### src/rtl/ilc_pkg.sv
package ilc_pkg;
  localparam logic [15:0] TYPE_VLAN = 16'h8100;
  localparam logic [15:0] TYPE_FINE = 16'h893B;

  // Byte index of the low byte of each header word, counted from in_sof
  localparam int OFF_TYPE1 = 13;
  localparam int OFF_WORD1 = 15;
  localparam int OFF_TYPE2 = 17;
  localparam int OFF_WORD2 = 19;

  typedef enum logic [2:0] {
    ERR_NONE   = 3'd0,
    ERR_TYPE   = 3'd1,
    ERR_MODE   = 3'd2,
    ERR_SECOND = 3'd3,
    ERR_TRUNC  = 3'd4
  } err_e;
endpackage

### src/rtl/ilc_byte_index.sv
module ilc_byte_index #(
  parameter int IDX_W = 5
) (
  input  logic             clk,
  input  logic             rst_n,
  input  logic             byte_vld,
  input  logic             byte_sof,
  input  logic             frame_stop,
  output logic             take,
  output logic [IDX_W-1:0] idx
);
  localparam logic [IDX_W-1:0] IDX_MAX = '1;

  logic             active_q, active_d;
  logic [IDX_W-1:0] cnt_q, cnt_d;

  assign take = byte_vld & (byte_sof | active_q);
  assign idx  = byte_sof ? '0 : cnt_q;

  always_comb begin
    active_d = ~frame_stop;
    cnt_d    = (idx == IDX_MAX) ? idx : idx + 1'b1;
  end

  always_ff @(posedge clk or negedge rst_n) begin
    if (!rst_n) begin
      active_q <= 1'b0;
      cnt_q    <= '0;
    end else if (take) begin
      active_q <= active_d;
      cnt_q    <= cnt_d;
    end
  end
endmodule

### src/rtl/ilc_prune_match.sv
module ilc_prune_match #(
  parameter int HALF_W = 12
) (
  input  logic [2*HALF_W-1:0] label,
  input  logic [2*HALF_W-1:0] ref_label,
  input  logic [2*HALF_W-1:0] ref_mask,
  input  logic [1:0]          part,
  output logic                hit
);
  localparam int LABEL_W = 2 * HALF_W;

  logic [LABEL_W-1:0] miss;

  for (genvar b = 0; b < LABEL_W; b++) begin : g_bit
    logic part_en;
    if (b >= HALF_W) begin : g_high
      assign part_en = (part != 2'd2);
    end else begin : g_low
      assign part_en = (part != 2'd1);
    end
    assign miss[b] = part_en & ref_mask[b] & (label[b] ^ ref_label[b]);
  end

  assign hit = ~|miss;
endmodule

### src/rtl/inner_label_classifier.sv
module inner_label_classifier
  import ilc_pkg::*;
#(
  parameter int HALF_W = 12,
  parameter int IDX_W  = 5
) (
  input  logic                clk,
  input  logic                rst_n,
  input  logic                in_valid,
  input  logic                in_sof,
  input  logic                in_eof,
  input  logic [7:0]          in_data,
  input  logic                cfg_vlan_only,
  input  logic [2*HALF_W-1:0] cfg_prune_label,
  input  logic [2*HALF_W-1:0] cfg_prune_mask,
  input  logic [1:0]          cfg_prune_part,
  output logic                out_done,
  output logic                out_fine,
  output logic [2:0]          out_prio,
  output logic                out_dei,
  output logic [2*HALF_W-1:0] out_label,
  output logic [2:0]          out_err,
  output logic                out_discard,
  output logic                out_prune_hit
);
  localparam int LABEL_W = 2 * HALF_W;
  localparam logic [IDX_W-1:0] IDX_T1 = IDX_W'(OFF_TYPE1);
  localparam logic [IDX_W-1:0] IDX_W1 = IDX_W'(OFF_WORD1);
  localparam logic [IDX_W-1:0] IDX_T2 = IDX_W'(OFF_TYPE2);
  localparam logic [IDX_W-1:0] IDX_W2 = IDX_W'(OFF_WORD2);

  // Reset: asserted asynchronously, released on a clock edge
  logic rst_meta, rst_q;
  always_ff @(posedge clk or negedge rst_n) begin
    if (!rst_n) begin
      rst_meta <= 1'b0;
      rst_q    <= 1'b0;
    end else begin
      rst_meta <= 1'b1;
      rst_q    <= rst_meta;
    end
  end

  logic             take;
  logic [IDX_W-1:0] idx;
  logic             fin;
  logic             ok;
  err_e             err_d;
  logic [7:0]       hi_q, hi_d;
  logic             fine_q, fine_d;
  logic [15:0]      w1_q, w1_d, w1_use;
  logic [15:0]      word;
  logic [LABEL_W-1:0] lbl_d;
  logic             hit_w;

  ilc_byte_index #(.IDX_W(IDX_W)) u_index (
    .clk        (clk),
    .rst_n      (rst_q),
    .byte_vld   (in_valid),
    .byte_sof   (in_sof),
    .frame_stop (fin),
    .take       (take),
    .idx        (idx)
  );

  ilc_prune_match #(.HALF_W(HALF_W)) u_prune (
    .label     (lbl_d),
    .ref_label (cfg_prune_label),
    .ref_mask  (cfg_prune_mask),
    .part      (cfg_prune_part),
    .hit       (hit_w)
  );

  // Header walk: decides format, errors and label at the settling byte
  always_comb begin
    word   = {hi_q, in_data};
    hi_d   = hi_q;
    fine_d = fine_q;
    w1_d   = w1_q;
    w1_use = w1_q;
    lbl_d  = '0;
    fin    = 1'b0;
    err_d  = ERR_NONE;
    if (take) begin
      if (!idx[0]) hi_d = in_data;
      if (idx == '0) fine_d = 1'b0;
      if (idx == IDX_T1) begin
        if (word == TYPE_VLAN) begin
          fine_d = 1'b0;
        end else if (word == TYPE_FINE) begin
          fine_d = 1'b1;
          if (cfg_vlan_only) begin
            fin   = 1'b1;
            err_d = ERR_MODE;
          end
        end else begin
          fine_d = 1'b0;
          fin    = 1'b1;
          err_d  = ERR_TYPE;
        end
      end else if (idx == IDX_W1) begin
        w1_d   = word;
        w1_use = word;
        if (!fine_q) begin
          fin   = 1'b1;
          lbl_d = {{HALF_W{1'b0}}, word[HALF_W-1:0]};
        end
      end else if (idx == IDX_T2) begin
        if (word != TYPE_FINE) begin
          fin   = 1'b1;
          err_d = ERR_SECOND;
        end
      end else if (idx == IDX_W2) begin
        fin   = 1'b1;
        lbl_d = {w1_q[HALF_W-1:0], word[HALF_W-1:0]};
      end
      if (!fin && in_eof) begin
        fin   = 1'b1;
        err_d = ERR_TRUNC;
      end
    end
    ok = fin && (err_d == ERR_NONE);
  end

  always_ff @(posedge clk or negedge rst_q) begin
    if (!rst_q) begin
      hi_q   <= '0;
      fine_q <= 1'b0;
      w1_q   <= '0;
    end else if (take) begin
      hi_q   <= hi_d;
      fine_q <= fine_d;
      w1_q   <= w1_d;
    end
  end

  always_ff @(posedge clk or negedge rst_q) begin
    if (!rst_q) begin
      out_done <= 1'b0;
    end else begin
      out_done <= fin;
    end
  end

  always_ff @(posedge clk or negedge rst_q) begin
    if (!rst_q) begin
      out_fine      <= 1'b0;
      out_prio      <= '0;
      out_dei       <= 1'b0;
      out_label     <= '0;
      out_err       <= '0;
      out_discard   <= 1'b0;
      out_prune_hit <= 1'b0;
    end else if (fin) begin
      out_fine      <= fine_d;
      out_prio      <= ok ? w1_use[15:13] : 3'd0;
      out_dei       <= ok & w1_use[12];
      out_label     <= ok ? lbl_d : '0;
      out_err       <= err_d;
      out_discard   <= ~ok;
      out_prune_hit <= ok & hit_w;
    end
  end
endmodule

### config.mk
export PLATFORM = sky130hd
export DESIGN_NAME = inner_label_classifier
export DESIGN_NICKNAME = d
export VERILOG_FILES = /design/src/rtl/ilc_pkg.sv /design/src/rtl/ilc_byte_index.sv /design/src/rtl/ilc_prune_match.sv /design/src/rtl/inner_label_classifier.sv
export SDC_FILE = /design/constraint.sdc
export NUM_CORES = 1
export LEC_CHECK = 0
export ABC_AREA = 1
export BUFFER_PORTS_ARGS = -buffer_cell sky130_fd_sc_hd__clkbuf_2
export CORE_UTILIZATION = 30
export DETAILED_ROUTE_END_ITERATION = 10
export GPL_ROUTABILITY_DRIVEN = 1
export GPL_TIMING_DRIVEN = 0
export SLEW_MARGIN = 10
export SYNTH_ARGS = -nofsm -noshare
export SYNTH_HDL_FRONTEND = slang
export SYNTH_SLANG_ARGS = --single-unit
### constraint.sdc
create_clock -name clk -period 3.1 [get_ports clk]
set_input_delay 0.155 -clock clk [delete_from_list [all_inputs] [get_ports clk]]
set_output_delay 0.155 -clock clk [all_outputs]
set_load 0.02 [all_outputs]
Word level (Yosys, flattened, before mapping)
Cells that the tools add are included.
{"block": "totals", "register_bits": 68, "out_inout_bits": 35, "wordCells": 155}
{"block": "classes", "bitwise_logic": 80, "n_reduce_logical": 9, "muxes": 39, "n_eq_ne": 10, "n_addsub": 1}
{"cell": "$mux 24", "count": 6}
{"cell": "$and 1x1->1", "count": 51}
{"cell": "$mux 16", "count": 3}
{"cell": "$eq 16x16->1 const B", "count": 2}
{"cell": "$reduce_or 24->1", "count": 1}
{"cell": "$xor 1x1->1", "count": 24}
{"cell": "$mux 3", "count": 6}
{"cell": "$mux 1", "count": 17}
{"cell": "$ne 16x16->1 const B", "count": 1}
{"cell": "$eq 5x5->1 const B", "count": 3}
{"cell": "$mux 12", "count": 1}
{"cell": "$eq 5x4->1 const B", "count": 2}
{"cell": "$mux 5", "count": 2}
{"cell": "$mux 2", "count": 4}
{"cell": "$add 5x1->5 const B", "count": 1}
{"cell": "$logic_not 5->1", "count": 1}
{"cell": "$not 1->1", "count": 4}
{"cell": "$logic_not 3->1", "count": 1}
{"cell": "$reduce_and 3->1", "count": 1}
{"cell": "$logic_and 1x1->1", "count": 2}
{"cell": "$logic_not 1->1", "count": 2}
{"cell": "$ne 2x1->1 const B", "count": 1}
{"cell": "$ne 2x2->1 const B", "count": 1}
{"cell": "$reduce_and 2->1", "count": 1}
{"cell": "$or 1x1->1", "count": 1}

Logic depth before layout (Yosys ltp)
{"block": "logic_depth", "word_depth": 14, "ltp_mapped": 16}

Cells and area by module
From an unflattened synthesis, not the netlist that was laid out.
{"block": "unflattened", "hier_cells": 531, "area_unflattened_um2": 4077.7}
{"mod": "inner_label_classifier", "instances": 1, "area_each_um2": 3088.0, "cells_each": 331}
{"mod": "ilc_prune_match", "instances": 1, "area_each_um2": 636.9, "cells_each": 149}
{"mod": "ilc_byte_index", "instances": 1, "area_each_um2": 352.8, "cells_each": 51}

Least setup slack after synthesis
Ideal clock, no wire load.
{"block": "synth_timing", "path_type": "register to register", "from": "reg u_index.cnt_q[4]", "to": "reg out_label[16]", "setup_ns": 0.121, "path_slack_ns": 1.461, "synth_period_minus_slack_ns": 1.639, "n_path_buf": 1, "t_arrival_ns": 1.518, "stages_incl_launch_ff": 14, "cell_sequence": "dfrtp_1 > inv_2 > nor2_1 > inv_2 > nor2_4 > nand2_2 > nand2_4 > a21oi_2 > nand2_2 > nand2_2 > nand2_4 > inv_2 > buf_6 > a22o_1"}
{"element": "from (decl)", "line": "ilc_byte_index.sv:15", "source": "logic [IDX_W-1:0] cnt_q, cnt_d;"}
{"element": "from (signal assigned)", "line": "ilc_byte_index.sv:31", "source": "cnt_q <= cnt_d;"}
{"element": "$mux 5 *", "line": "ilc_byte_index.sv:18", "source": "assign idx = byte_sof ? '0 : cnt_q;"}
{"element": "$eq 5x5->1", "line": "inner_label_classifier.sv:113", "source": "end else if (idx == IDX_W2) begin"}
{"element": "$mux 1", "line": "inner_label_classifier.sv:113"}
{"element": "$mux 1", "line": "inner_label_classifier.sv:108", "source": "end else if (idx == IDX_T2) begin"}
{"element": "$mux 1", "line": "inner_label_classifier.sv:101", "source": "end else if (idx == IDX_W1) begin"}
{"element": "$mux 1 *", "line": "inner_label_classifier.sv:87", "source": "if (idx == IDX_T1) begin"}
{"element": "$mux 1 *", "line": "inner_label_classifier.sv:84", "source": "if (take) begin"}
{"element": "$logic_not 1->1", "line": "inner_label_classifier.sv:117", "source": "if (!fin && in_eof) begin"}
{"element": "$logic_and 1x1->1", "line": "inner_label_classifier.sv:117"}
{"element": "$mux 1 *", "line": "inner_label_classifier.sv:117"}
{"element": "$mux 1 *", "line": "inner_label_classifier.sv:84"}
{"element": "net fin", "line": "inner_label_classifier.sv:46", "source": "logic fin;"}
{"element": "$logic_and 1x1->1", "line": "inner_label_classifier.sv:122", "source": "ok = fin && (err_d == ERR_NONE);"}
{"element": "$mux 24", "line": "inner_label_classifier.sv:158", "source": "out_label <= ok ? lbl_d : '0;"}
{"element": "to (signal assigned)", "line": "inner_label_classifier.sv:158"}
{"element": "to (decl)", "line": "inner_label_classifier.sv:21", "source": "output logic [2*HALF_W-1:0] out_label,"}
The timed path passes the listed nets; every way through them passes the cells marked *. The select of a mux whose other input is x is not followed.
A chain may end at the register's enable or synchronous reset.

Worst setup path in the final report
{"block": "layout_timing", "from": "reg hi_q[2]", "to": "reg out_prio[2]"}
{"element": "from (decl)", "line": "inner_label_classifier.sv:49", "source": "logic [7:0] hi_q, hi_d;"}
{"element": "from (signal assigned)", "line": "inner_label_classifier.sv:131", "source": "hi_q <= hi_d;"}
{"element": "$ne 16x16->1", "line": "inner_label_classifier.sv:109", "source": "if (word != TYPE_FINE) begin"}
{"element": "$mux 1", "line": "inner_label_classifier.sv:109"}
{"element": "$mux 1", "line": "inner_label_classifier.sv:108"}
{"element": "$mux 1", "line": "inner_label_classifier.sv:101"}
{"element": "$mux 1 *", "line": "inner_label_classifier.sv:87"}
{"element": "$mux 1 *", "line": "inner_label_classifier.sv:84"}
{"element": "$logic_not 1->1", "line": "inner_label_classifier.sv:117"}
{"element": "$logic_and 1x1->1", "line": "inner_label_classifier.sv:117"}
{"element": "$mux 1 *", "line": "inner_label_classifier.sv:117"}
{"element": "$mux 1 *", "line": "inner_label_classifier.sv:84"}
{"element": "net fin", "line": "inner_label_classifier.sv:46"}
{"element": "$logic_and 1x1->1", "line": "inner_label_classifier.sv:122"}
{"element": "$mux 3", "line": "inner_label_classifier.sv:156", "source": "out_prio <= ok ? w1_use[15:13] : 3'd0;"}
{"element": "to (signal assigned)", "line": "inner_label_classifier.sv:156"}
{"element": "to (decl)", "line": "inner_label_classifier.sv:19", "source": "output logic [2:0] out_prio,"}
Marked as above.

==> flow_summary.ini <==
[worst_hold_path]
min-delay-start = in_data[7]
holdCritPathClass = in2reg

[worst_setup_path]
crit_path_cell_chain = inv_1 > nand4_1 > nor2_1 > nand2_1 > a21oi_2 > nand2_2 > nand2_2 > nand2_4 > inv_2 > buf_2 > nand2_1 > o21ai_1
startpoint_class_of_the_critical_path = register
setup.worst_path.end = out_prio[2]
regToRegStartpoint = hi_q[2]
worst_path_max_delay_cell = sky130_fd_sc_hd__dfrtp_1
path_max_fanout = 10
timing.setup.critical_path_class = reg2reg
timing.critical_path.required_ns = 3.35
timing.reg2reg.worst_path_depth = 12
endpoint_kind = register
timing.reg2reg.setup_slack_ns = 0.99
critPathTopFamily = simple AND/OR/NAND/NOR gates
worst-path-buf-inv = 3
worstSetupPathDepth = 12
critical_path.max_stage_delay_ns = 0.44
worst_reg2reg_endpoint = out_prio[2]
critPathLaunch = hi_q[2]
worstPathArrival_ns = 2.37

[power_and_ir_drop]
total_leakage_power_nw = 2.555
ir_worst_vdd_mv = 0.2459
power-per-cell-area_nw_per_um2 = 481.1

[synthesis]
synth.top_cells.by_count = sky130_fd_sc_hd__nand2_1 (134), sky130_fd_sc_hd__inv_1 (70), sky130_fd_sc_hd__dfrtp_1 (68)
post_synth_inst_count = 506
yosys.cell_count.top_type = sky130_fd_sc_hd__nand2_1
ys_types = 35
synth_async_reset_ratio = 1.000
ys_top_cells_by_area = sky130_fd_sc_hd__dfrtp_1 (45%), sky130_fd_sc_hd__nand2_1 (13%), sky130_fd_sc_hd__nand3_1 (7.3%)
syn_avg_cell_area_sq_um = 7.475
post-synth-top-area-fraction = 0.4499
register_bit_count_reported_by_yosys = 68
post_synth_edffs = 0
warnings_synthesis = 0
yosys_most_used_dff = sky130_fd_sc_hd__dfrtp_1
synth_sequential_area_ratio = 0.4499
synthesis.nets = 571
synth_area_leader = sky130_fd_sc_hd__dfrtp_1
synthesis.area_sq_um = 3782

[global_routing]
grt_overflow_total = 0
grt_antenna_before_repair = 0
vias_in_the_first_global_route = 3711
grt_util_all_layers = 0.1839
grt_pass1_wl_um = 18290
grt_start_max_net_pins = 37

[layout]
antenna-diode-count = 0
design.final.nets = 682
drive_gt1_frac = 0.2428
syn_to_final_growth_pct = 27.95
fillCellCount = 1254
final_util = 0.3979

[placed_design]
io_buffer_count = 98
routabilityCongestion = 0.8554
dp_hpwl_um = 8881

[floorplan]
fp.dieArea_sq_um = 13060
num_rows = 40
die_boundary_height_um = 114.3
start_util = 0.3110
io_pins = 99
core_sq_um = 12160
chip_width_um = 114.3

[route]
detail_route.iter0.violations = 292
antenna_left = 0
route.vias.total = 3810
routed_wirelength_um = 11310
wl_per_cell_um = 14.31
dr.pass1.iters = 4
vias_per_cell = 4.823
remaining_drc_errors = 0

[sta]
drv_slew = 0
relSlewSlack = 0.5877
setup_violation_total_in_the_final_timing_report = 0
fin_setup_tns_ns = 0
fin_hold_ws_ns = 0.1329
layout_worst_path_cycle_share = 0.6821
final_period_minus_worst_setup_slack_ns = 2.115
unrepaired_setup_endpoints_after_global_routing = false
timing.fmax_ghz = 0.4729
fin_worst_skew_ns = 0.008926
timing.final.hold_violations = 0
max_slew.worst_pin.slew_ns = 0.6161

[clock_network]
clkSinkCount = 68
cts.htree.levels = 3
postCtsSetupRepairBufs = 0
clock_tree.root_cell = sky130_fd_sc_hd__clkbuf_16
tritoncts = built
cts_inserted_buffers = 9
cts.clk_slew.worst_paths_ns = 0.06
worst_skew_pair.late_latency_ns = 0.33
maximum_buffer_depth_of_the_clock_tree = 2

[outcome]
outcome = complete, no violations

[run]
max_cap_viol_count = 0
==> report_power, final <==
part | leakage [nW] | switching [mW] | internal, mW
combinational | 1.50 | 0.172 | 0.0963
clock | 0.158 | 0.374 | 0.709
sequential | 0.892 | 0.0526 | 0.925
==> cells in the final DEF (no fill, tap or decap), types with 3 or more instances in the layout <==
| master | netlist | final |
|---|---|---|
| sky130_fd_sc_hd__o21ai_1 | 14 | 14 |
| sky130_fd_sc_hd__buf_4 | 5 | 5 |
| sky130_fd_sc_hd__inv_1 | 70 | 70 |
| sky130_fd_sc_hd__nand2_1 | 134 | 134 |
| sky130_fd_sc_hd__buf_2 | 5 | 5 |
| sky130_fd_sc_hd__clkbuf_8 | 0 | 4 |
| sky130_fd_sc_hd__clkbuf_16 | 0 | 9 |
| sky130_fd_sc_hd__clkbuf_2 | 1 | 99 |
| sky130_fd_sc_hd__nand3b_1 | 4 | 4 |
| sky130_fd_sc_hd__nor2_4 | 3 | 3 |
| sky130_fd_sc_hd__nand3_1 | 55 | 55 |
| sky130_fd_sc_hd__nor2_1 | 38 | 38 |
| sky130_fd_sc_hd__a22o_1 | 6 | 6 |
| sky130_fd_sc_hd__o21ai_0 | 38 | 38 |
| sky130_fd_sc_hd__inv_2 | 5 | 5 |
| sky130_fd_sc_hd__nand2_2 | 4 | 4 |
| sky130_fd_sc_hd__dfrtp_1 | 68 | 67 |
| sky130_fd_sc_hd__clkbuf_1 | 4 | 4 |
| sky130_fd_sc_hd__nand4_1 | 30 | 30 |
==> worst min-delay path by stage <==
stage / depth (start not counted) / to / slack [ns]
finish: 3 / out_label[7] / 0.13
global route: 3 / out_label[7] / 0.13
CTS: 3 / out_label[7] / 0.12
detailed placement: 1 / rst_meta / -0.06
global placement: 1 / rst_meta / -0.06
floorplan: 0 / rst_meta / -0.14
==> final cells by class <==
type	count	area [sq um]	area share
Buffer	17	105.1	0.02172
Tap cell	168	210.2	0.04343
Timing Repair Buffer	100	520.5	0.1075
Inverter	77	291.5	0.06024
Clock buffer	13	280.3	0.05791
Multi-Input combinational cell	344	1684	0.3480
Sequential cell	68	1705	0.3524
Clock inverter	3	42.54	0.008790
==> state kept, by name (all words and copies together) (netlist names), 3 cells and up <==
register and flops:
out_label 24, w1_q 16, out_prio 3, out_err 3, hi_q 8, u_index.cnt_q 5
==> per-layer routing <==
| layer | share of wire | vias to the layer above | GRT usage | wire length (um) |
|---|---|---|---|---|
| met5 | 0 | - | 0 | 0 |
| met4 | 0.011 | 0 | 0.05974 | 127 |
| met3 | 0.059 | 15 | 0.04553 | 671 |
| met2 | 0.47 | 113 | 0.3042 | 5369 |
| met1 | 0.45 | 1805 | 0.2354 | 5138 |
| li1 | - | 1877 | - | - |
==> worst min-delay path, stage by stage <==
cell and delay, ns:
sky130_fd_sc_hd__clkbuf_2 0.11, sky130_fd_sc_hd__nand3_1 0.11, sky130_fd_sc_hd__nand2_1 0.05
==> timing repair <==
item	CTS	global route
gates resized for setup	0	0
hold buffers	1	0
hold endpoints to repair	2	0
==> kinds of logic after synthesis <==
logic type / synth area share
compound gates: 0.1009
fa+ha+maj: 0.003307
buf+inv: 0.1049
flops: 0.4499
mux: 0.002977
other cells: 0.0009914
simple gates: 0.3371
==> metrics by stage <==
step	instances	setup slack, ns	power, mW	cell area, sq um
floorplan	506	1.066	1.135	3782
global placement	772	0.2788	1.247	4483
detailed placement	773	1.030	1.259	4507
CTS	790	1.016	2.347	4840
global route	790	0.8055	2.435	4840
finish	790	0.9853	2.328	4840
No activity file was read; power rests on OpenSTA's default activity.
